==> config.mk <==
export PLATFORM = sky130hd
export DESIGN_NAME = wp_seq_detect
export DESIGN_NICKNAME = d
export VERILOG_FILES = /design/src/rtl/wp_seq_pkg.sv /design/src/rtl/wp_seq_match.sv /design/src/rtl/wp_prot_state.sv /design/src/rtl/wp_seq_detect.sv
export SDC_FILE = /design/constraint.sdc
export NUM_CORES = 1
export LEC_CHECK = 0
export BUFFER_PORTS_ARGS = -buffer_cell sky130_fd_sc_hd__clkbuf_2
export CAP_MARGIN = 20
export CORE_MARGIN = 4
export CORE_UTILIZATION = 43
export CTS_CLUSTER_DIAMETER = 40
export CTS_CLUSTER_SIZE = 24
export DETAILED_ROUTE_END_ITERATION = 10
export GPL_ROUTABILITY_DRIVEN = 0
export PLACE_DENSITY = 0.77
export SLEW_MARGIN = 15
export SYNTH_ARGS = -nofsm -noshare
export SYNTH_HDL_FRONTEND = slang
export SYNTH_SLANG_ARGS = --single-unit
==> constraint.sdc <==
create_clock -name clk -period 2.1 [get_ports clk]
set_input_delay 0.105 -clock clk [delete_from_list [all_inputs] [get_ports clk]]
set_output_delay 0.105 -clock clk [all_outputs]
set_load 0.02 [all_outputs]
==> src/rtl/wp_seq_pkg.sv <==
// Shared types and command constants for the write-protect sequence detector.
// Assumes 8-bit command bytes and a 15-bit compared address field.
package wp_seq_pkg;

    // Position inside a command sequence; U* = shared prefix, X* = disable tail.
    typedef enum logic [2:0] {
        ST_IDLE = 3'd0,
        ST_U1   = 3'd1,
        ST_U2   = 3'd2,
        ST_X1   = 3'd3,
        ST_X2   = 3'd4,
        ST_X3   = 3'd5
    } step_e;

    // Pending protection change applied at the end of programming.
    typedef enum logic [1:0] {
        PD_NONE = 2'd0,
        PD_SET  = 2'd1,
        PD_CLR  = 2'd2
    } pend_e;

    localparam int unsigned CMP_W = 15;

    localparam logic [7:0] KEY_HI  = 8'hAA;
    localparam logic [7:0] KEY_LO  = 8'h55;
    localparam logic [7:0] OP_LOCK = 8'hA0;
    localparam logic [7:0] OP_PREP = 8'h80;
    localparam logic [7:0] OP_FREE = 8'h20;

    localparam logic [CMP_W-1:0] LOC_A = 15'h5555;
    localparam logic [CMP_W-1:0] LOC_B = 15'h2AAA;

endpackage

==> src/rtl/wp_seq_match.sv <==
// Command sequence matcher.
// Tracks progress through the lock (3 writes) and unlock (6 writes) sequences.
// Flags each write it consumes and pulses lock_done/free_done on the final step.
// Assumes at most one write per clock.
// While hold is high (load window open) it stays idle and consumes nothing.
module wp_seq_match #(
    parameter int unsigned ADDR_W = 17,
    parameter int unsigned DATA_W = 8
) (
    input  logic              clk,
    input  logic              rst_n,
    input  logic              wr_vld,
    input  logic              hold,
    input  logic [ADDR_W-1:0] wr_addr,
    input  logic [DATA_W-1:0] wr_data,
    output logic              is_cmd,
    output logic              lock_done,
    output logic              free_done
);
    import wp_seq_pkg::*;

    localparam logic [ADDR_W-1:0] CMP_MASK = ADDR_W'((1 << CMP_W) - 1);

    step_e             step_q, step_d;
    logic [ADDR_W-1:0] addr_m;
    logic              at_a, at_b;

    // Compare only the low address field against the command locations.
    always_comb begin
        addr_m = wr_addr & CMP_MASK;
        at_a   = (addr_m == ADDR_W'(LOC_A));
        at_b   = (addr_m == ADDR_W'(LOC_B));
    end

    // Next-step decode; a mismatch at any step returns to idle unconsumed.
    always_comb begin
        step_d    = step_q;
        is_cmd    = 1'b0;
        lock_done = 1'b0;
        free_done = 1'b0;
        if (hold) begin
            step_d = ST_IDLE;
        end else if (wr_vld) begin
            step_d = ST_IDLE;
            unique case (step_q)
                ST_IDLE: if (at_a && wr_data == DATA_W'(KEY_HI)) begin
                    is_cmd = 1'b1; step_d = ST_U1;
                end
                ST_U1: if (at_b && wr_data == DATA_W'(KEY_LO)) begin
                    is_cmd = 1'b1; step_d = ST_U2;
                end
                ST_U2: if (at_a && wr_data == DATA_W'(OP_LOCK)) begin
                    is_cmd = 1'b1; lock_done = 1'b1;
                end else if (at_a && wr_data == DATA_W'(OP_PREP)) begin
                    is_cmd = 1'b1; step_d = ST_X1;
                end
                ST_X1: if (at_a && wr_data == DATA_W'(KEY_HI)) begin
                    is_cmd = 1'b1; step_d = ST_X2;
                end
                ST_X2: if (at_b && wr_data == DATA_W'(KEY_LO)) begin
                    is_cmd = 1'b1; step_d = ST_X3;
                end
                ST_X3: if (at_a && wr_data == DATA_W'(OP_FREE)) begin
                    is_cmd = 1'b1; free_done = 1'b1;
                end
                default: step_d = ST_IDLE;
            endcase
        end
    end

    // Step register.
    always_ff @(posedge clk) begin
        if (!rst_n) step_q <= ST_IDLE;
        else        step_q <= step_d;
    end

    // The disable tail is only reached one step at a time.
    AST_TAIL_ORDER: assert property (@(posedge clk) disable iff (!rst_n)
        (step_q == ST_X3) |-> ($past(step_q) == ST_X2 || $past(step_q) == ST_X3));

    // A completed sequence never coincides with a held (window) cycle.
    AST_NO_DONE_IN_WINDOW: assert property (@(posedge clk) disable iff (!rst_n)
        hold |-> !(lock_done || free_done));

endmodule

==> src/rtl/wp_prot_state.sv <==
// Protection flag, load window and pending change.
// A completed sequence opens the window and records the pending change.
// prog_done applies that change and closes the window.
// Assumes prog_done is a single-cycle pulse from the page-write engine.
module wp_prot_state #(
    parameter logic PROT_RESET = 1'b0
) (
    input  logic clk,
    input  logic rst_n,
    input  logic lock_done,
    input  logic free_done,
    input  logic prog_done,
    output logic prot_q,
    output logic window_q
);
    import wp_seq_pkg::*;

    pend_e pend_q;

    // Apply a pending change at end of programming; a new sequence opens a window.
    always_ff @(posedge clk) begin
        if (!rst_n) begin
            prot_q   <= PROT_RESET;
            window_q <= 1'b0;
            pend_q   <= PD_NONE;
        end else begin
            if (prog_done) begin
                if (pend_q == PD_SET)      prot_q <= 1'b1;
                else if (pend_q == PD_CLR) prot_q <= 1'b0;
                window_q <= 1'b0;
                pend_q   <= PD_NONE;
            end
            if (lock_done) begin
                window_q <= 1'b1;
                pend_q   <= PD_SET;
            end else if (free_done) begin
                window_q <= 1'b1;
                pend_q   <= PD_CLR;
            end
        end
    end

    AST_PROT_ONLY_AT_DONE: assert property (@(posedge clk) disable iff (!rst_n)
        !prog_done |=> $stable(prot_q));

    AST_WINDOW_CLOSES: assert property (@(posedge clk) disable iff (!rst_n)
        (prog_done && !lock_done && !free_done) |=> !window_q);

    AST_LOCK_OPENS: assert property (@(posedge clk) disable iff (!rst_n)
        lock_done |=> window_q);

endmodule

==> src/rtl/wp_seq_detect.sv <==
// Top of the write-protect command sequence detector.
// Gives every write strobe one verdict: accept as data, consume as command, or drop.
// Verdicts are combinational in the strobe cycle.
// Assumes one write per clock and a registered protection flag.
module wp_seq_detect #(
    parameter int unsigned ADDR_W     = 17,
    parameter int unsigned DATA_W     = 8,
    parameter logic        PROT_RESET = 1'b0
) (
    input  logic              clk,
    input  logic              rst_n,
    input  logic              wr_vld,
    input  logic [ADDR_W-1:0] wr_addr,
    input  logic [DATA_W-1:0] wr_data,
    input  logic              prog_done,
    output logic              prot_on,
    output logic              wr_accept,
    output logic              wr_cmd,
    output logic              wr_drop
);
    logic is_cmd, lock_done, free_done, window_q, prot_q;

    wp_seq_match #(.ADDR_W(ADDR_W), .DATA_W(DATA_W)) u_match (
        .clk       (clk),
        .rst_n     (rst_n),
        .wr_vld    (wr_vld),
        .hold      (window_q),
        .wr_addr   (wr_addr),
        .wr_data   (wr_data),
        .is_cmd    (is_cmd),
        .lock_done (lock_done),
        .free_done (free_done)
    );

    wp_prot_state #(.PROT_RESET(PROT_RESET)) u_state (
        .clk       (clk),
        .rst_n     (rst_n),
        .lock_done (lock_done),
        .free_done (free_done),
        .prog_done (prog_done),
        .prot_q    (prot_q),
        .window_q  (window_q)
    );

    // Verdict: window accepts all, then command, then protection decides.
    always_comb begin
        wr_accept = 1'b0;
        wr_cmd    = 1'b0;
        wr_drop   = 1'b0;
        if (wr_vld) begin
            if (window_q)    wr_accept = 1'b1;
            else if (is_cmd) wr_cmd    = 1'b1;
            else if (prot_q) wr_drop   = 1'b1;
            else             wr_accept = 1'b1;
        end
    end

    assign prot_on = prot_q;

    AST_ONE_VERDICT: assert property (@(posedge clk) disable iff (!rst_n)
        wr_vld |-> $onehot({wr_accept, wr_cmd, wr_drop}));

    AST_IDLE_QUIET: assert property (@(posedge clk) disable iff (!rst_n)
        !wr_vld |-> !(wr_accept || wr_cmd || wr_drop));

    AST_NO_DROP_UNPROT: assert property (@(posedge clk) disable iff (!rst_n)
        !prot_on |-> !wr_drop);

endmodule

Yosys cells after proc, flatten, opt, wreduce, memory -nomap -nowiden
Cells that the tools add are included.
{"block": "op_classes", "muxes": 41, "n_reduce_logical": 14, "bitwise": 1, "n_eq_ne": 14}
{"operator": "$mux 1", "n": 32}
{"operator": "$eq 8x8->1 const B", "n": 3}
{"operator": "$eq 15x14->1 const B", "n": 1}
{"operator": "$eq 15x15->1 const B", "n": 1}
{"operator": "$pmux 3 s5", "n": 1}
{"operator": "$mux 3", "n": 3}
{"operator": "$eq 8x6->1 const B", "n": 1}
{"operator": "$eq 8x7->1 const B", "n": 1}
{"operator": "$mux 2", "n": 4}
{"operator": "$reduce_or 2->1", "n": 4}
{"operator": "$eq 3x2->1 const B", "n": 2}
{"operator": "$eq 3x3->1 const B", "n": 2}
{"operator": "$logic_and 1x1->1", "n": 5}
{"operator": "$pmux 1 s4", "n": 1}
{"operator": "$reduce_bool 2->1", "n": 2}
{"operator": "$eq 3x1->1 const B", "n": 1}
{"operator": "$logic_not 3->1", "n": 1}
{"operator": "$reduce_bool 3->1", "n": 1}
{"operator": "$eq 2x1->1 const B", "n": 1}
{"operator": "$eq 2x2->1 const B", "n": 1}
{"operator": "$reduce_and 2->1", "n": 1}
{"operator": "$not 1->1", "n": 1}
{"block": "word_totals", "ff_bits": 7, "elab_cells": 75, "inputBits": 29}

Longest topological paths before layout
{"block": "depth", "ltp_word": 10, "ltp_mapped": 5, "ltp_nobuf": 5}

Hierarchy
Synthesis repeated with hierarchy kept, for this count alone.
{"block": "unflattened", "cells_unflattened": 84, "area_unflattened_um2": 705.7}
{"mod": "wp_seq_match", "area_per_inst_um2": 500.5, "seq_area_each_um2": 60.1, "cells_each": 63, "instances": 1}
{"mod": "wp_prot_state", "area_per_inst_um2": 171.4, "seq_area_each_um2": 80.1, "cells_each": 17, "instances": 1}
{"mod": "wp_seq_detect", "area_per_inst_um2": 33.8, "seq_area_each_um2": 0.0, "cells_each": 4, "instances": 1}

Worst setup path before layout
No wires, ideal clock.
{"block": "synth_path", "path_kind": "input -> output", "from": "input port wr_addr[0]", "to": "output port wr_cmd", "required_ns": 1.995, "arrival_time_ns": 1.766, "n_path_buf": 0, "setup_slack_ns": 0.229, "cell_stages": 4, "cell_sequence": "nand4b_1 -> or4b_4 -> or4_4 -> a21boi_0"}
{"block": "synth_between", "elab_chain_cells": 10}
{"item": "start, declared", "line": "wp_seq_detect.sv:13", "text": "input logic [ADDR_W-1:0] wr_addr,"}
{"item": "$eq 15x15->1", "line": "wp_seq_match.sv:31", "text": "at_a = (addr_m == ADDR_W'(LOC_A));"}
{"item": "$logic_and 1x1->1", "line": "wp_seq_match.sv:54", "text": "end else if (at_a && wr_data == DATA_W'(OP_PREP)) begin"}
{"item": "$mux 1", "line": "wp_seq_match.sv:54"}
{"item": "$mux 1", "line": "wp_seq_match.sv:52", "text": "ST_U2: if (at_a && wr_data == DATA_W'(OP_LOCK)) begin"}
{"item": "$pmux 1 s4 (*)", "line": "wp_seq_match.sv:45", "text": "unique case (step_q)"}
{"item": "$mux 1 (*)", "line": "wp_seq_match.sv:43", "text": "end else if (wr_vld) begin"}
{"item": "$mux 1 (*)", "line": "wp_seq_match.sv:41", "text": "if (hold) begin"}
{"item": "$mux 1 (*)", "line": "wp_seq_detect.sv:52", "text": "else if (is_cmd) wr_cmd = 1'b1;"}
{"item": "$mux 1 (*)", "line": "wp_seq_detect.sv:51", "text": "if (window_q) wr_accept = 1'b1;"}
{"item": "$mux 1 (*)", "line": "wp_seq_detect.sv:50", "text": "if (wr_vld) begin"}
{"item": "end, declared", "line": "wp_seq_detect.sv:18", "text": "output logic wr_cmd,"}
Mark *: on every way between the ends. The rest lies on a longest branch, timed or not.

Worst setup path after layout
{"block": "layout_path", "from": "register u_match.step_q[1]", "to": "output port wr_accept"}
{"block": "layout_between", "elab_chain_cells": 8}
{"item": "start, declared", "line": "wp_seq_match.sv:24", "text": "step_e step_q, step_d;"}
{"item": "start signal, assigned", "line": "wp_seq_match.sv:74", "text": "else step_q <= step_d;"}
{"item": "$eq 3x1->1, or another cell as far along", "line": "wp_seq_match.sv:45"}
{"item": "$reduce_or 2->1 (no source line)"}
{"item": "$pmux 1 s4 (*)", "line": "wp_seq_match.sv:45"}
{"item": "$mux 1 (*)", "line": "wp_seq_match.sv:43"}
{"item": "$mux 1 (*)", "line": "wp_seq_match.sv:41"}
{"item": "$mux 1 (*)", "line": "wp_seq_detect.sv:52"}
{"item": "$mux 1 (*)", "line": "wp_seq_detect.sv:51"}
{"item": "$mux 1 (*)", "line": "wp_seq_detect.sv:50"}
{"item": "end, declared", "line": "wp_seq_detect.sv:17", "text": "output logic wr_accept,"}
Marked as above.

==> summary.txt <==
Drt
  – Via count: 710
  – DR WL/cell: approximately 13 um
  – Drc violations: 0
  – Via/cell ratio: 5.635
  – Final antenna-violating net count: 0
  – Iter 0 DRT Violations: 15
  – DRT Pass-1 Iters: 4
  – Detailed Route WL: approximately 1.7 mm

Worst setup path
  – CP max stage delay: roughly 560 ps
  – Element type at the critical path start: flip-flop
  – Crit path kind: reg2out
  – Worst path required time: 2000 ps
  – CP arrival: approximately 1900 ps
  – CP Cell Sequence: nor2_1, nand4_1, or4_4, a21o_1, o211a_1, clkbuf_2
  – Crit path capture type: output pin
  – Slowest-stage cell, CP: or4_4
  – CP max FO: 5

Clock tree
  – CTS hold repair buffers: 0
  – Max Root-Sink Buffers: 2
  – Skew-Pair Late Insertion Delay: between 200 and 300 ps
  – Clock sinks: 7
  – Root buffer cell: clkbuf_4
  – Clock buffer count from CTS: 3
  – CTS tree: built
  – H-tree depth: 1
  – Reg clk slew, reported paths: roughly 50 ps

Global route
  – Largest net degree at the start of global routing: 9
  – Total global-route track usage: roughly a fifth
  – First-pass GRT wire length: between 2 and 3 mm
  – Total grt overflow: 0
  – Initial antenna violation count: 0
  – Vias in the first global route: 725

Synthesis
  – Number of synthesized flops with an enable pin: 0
  – Post-synth top area cell: dfxtp_1
  – Primary FF master, synth: dfxtp_1
  – Synth area leaders: dfxtp_1 (23%), nor4bb_1 (6.5%), nand2b_1 (5.1%), nor2b_1 (5.1%), nand4_1 (4.1%)
  – Yosys reg bits: 7
  – Post-Syn Instances: 77
  – Syn nets: 107
  – Most frequent cell after synthesis: dfxtp_1
  – Yosys warnings: 0
  – Post-synthesis sequential area ratio: about 23%
  – Avg Cell Area, Syn: between 7 and 8 um2
  – Area share of the largest cell type after synthesis: a little under a quarter
  – Post-synth top cells: dfxtp_1 (7), inv_1 (5), nand2b_1 (5), nor2_1 (5), nor2b_1 (5)
  – Synthesized cell area: between 600 and 700 um2
  – Yosys cell types: 36
  – Synth async-reset ratio: 0%

Power and ir drop
  – Power Density: 384.5 mW/mm2
  – Reg power frac: 43.2%
  – Switch share: 25.31%
  – Leakage: approximately 0.32 nW
  – Comb pwr share: 18.2%
  – Clock power frac: 38.6%
  – VDD IR max: 0.5072 mV
  – P_sw: ~0.080 mW
  – Internal power: between 0.2 and 0.25 mW

Hold path
  – Hold WC Path Type: in2reg

Placement
  – I/O Buffers: 30
  – Dpl hpwl: 1.481 mm
  – Placed insts: 122

STA
  – Period Utilization, post-route: 94.40%
  – Worst slew pin tran: 339.5 ps
  – Max Slew Vio Count: 0
  – Slew Limit Headroom: 77.04%
  – Final setup viols: 0
  – Setup TNS: 0 ps
  – Fmax: 0.5044 GHz
  – Final hold violations: 0
  – Layout Skew: about 1.1 ps
  – Unrepaired setup endpoints after global routing: no
  – Minimum clock period: ~2000 ps

Layout
  – Fin cells: 126
  – Layout cells sized above 1: ~37%
  – Post-layout util: between 60% and 70%
  – Layout area overhead: 32.99%
  – N_diodes: 0
  – Final nets: around 140

Floorplan
  – Num ports: 33
  – Initial Util: 46.63%
  – Die area: 0.002098 mm2
  – Die width: 45.80 um
  – Row count: 13
  – Core ar.: 0.001318 mm2
  – Die Y-Extent: 45.80 um

Outcome
  – Outcome: finished clean

Job
  – Maximum Capacitance Violations: 0
[worst max-delay path: cells and delay by family, from the launching register on]
kind / cells / cell delay (ps)
compound gates: 2 / 300
buf+inv: 1 / 150
flops: 1 / 350
simple gates: 3 / 830
[stage by stage]
stage / setup WS [ps] / total power, mW / hold WS [ps] / cell area (um2)
after floorplan: 228.6 / 0.1585 / 213.7 / 614.3
after global placement: 188.8 / 0.1928 / 374.6 / 783.3
after detailed placement: 163.0 / 0.1950 / 376.3 / 783.3
after CTS: 105.6 / 0.3192 / 106.7 / 810.8
after global routing: 14.14 / 0.3335 / 114.7 / 817.0
final: 117.6 / 0.3142 / 110.7 / 817.0
[path summary, 6_finish.rpt]
kind | from | endpoint | slack, ps | cells past startpoint
max | u_match.step_q[1]$_SDFFE_PP0P_ | wr_accept | 120 | 6
min | rst_n | u_state.pend_q[0]$_SDFFE_PN0P_ | 110 | 2
max reg2reg | u_match.step_q[1]$_SDFFE_PP0P_ | u_match.step_q[1]$_SDFFE_PP0P_ | 630 | 5
min reg2reg | u_match.step_q[1]$_SDFFE_PP0P_ | u_match.step_q[1]$_SDFFE_PP0P_ | 530 | 2
[power groups by stage]
stage                     registers (mW)  clock network [mW]  logic (mW)
after floorplan                    0.138                   0      0.0206
after global placement             0.138                   0      0.0545
after detailed placement           0.138                   0      0.0566
after CTS                          0.136               0.127      0.0570
after global routing               0.136               0.133      0.0643
final                              0.136               0.121      0.0571
[cell type report]
cell class	count	area [um2]
clock buffer	3	22.52
tap	15	18.77
sequential	7	140.1
clock inverter	1	5.005
inverter	5	18.77
timing repair buffer	30	150.1
fill	125	500.5
multi-input combinational	65	461.7
[flip-flops by register name, summed over array words and instances, names as in the netlist]
name / count
u_state.window_q: 1
u_state.prot_q: 1
u_match.step_q: 3
u_state.pend_q: 2
[per-layer routing]
layer / global-route usage (%) / up-vias / part of all wire (%) / routed length (um)
li1: - / 369 / - / -
met1: 22.59 / 328 / 44 / 754
met2: 33.70 / 13 / 52 / 873
met3: 5.929 / 0 / 4.0 / 67
met4: 1.705 / 0 / 0 / 0
met5: 0 / - / 0 / 0
[cell usage in the layout, fill, tap and decap left out, types with 2 or more instances in the layout]
| cell type | instances |
|---|---|
| a21oi_1 | 2 |
| nand2b_1 | 5 |
| clkbuf_2 | 30 |
| nor4_1 | 3 |
| inv_1 | 5 |
| nand3_1 | 2 |
| nor3b_1 | 2 |
| nor4bb_1 | 3 |
| nor2_1 | 5 |
| clkbuf_4 | 3 |
| o21ai_0 | 3 |
| nor2b_1 | 5 |
| and4_1 | 2 |
| dfxtp_1 | 7 |
| or2_2 | 2 |
| nand4_1 | 4 |
| a21boi_0 | 2 |
| nor3_1 | 4 |
[what timing repair did]
action | 4_1_cts | 5_1_grt
endpoints found under the hold margin | 0 | 0
endpoints found under the setup margin | 0 | 3
setup buffers | 0 | 0
resized for setup | 0 | 1
[logic make-up (layout without fill, tap and decap cells)]
| group | count (synthesis) | in the layout | synth area share [%] |
|---|---|---|---|
| flip-flops | 7 | 7 | 22.81 |
| AO/OA/AOI/OAI | 15 | 15 | 17.11 |
| XOR/XNOR | 1 | 1 | 1.426 |
| AND/OR/NAND/NOR | 47 | 47 | 51.94 |
| adder cells (fa/ha/maj) | 1 | 1 | 2.036 |
| buffers and inverters | 5 | 39 | 3.055 |
| multiplexers | 1 | 1 | 1.629 |
Note: power is estimated with default switching activity, not from simulation.
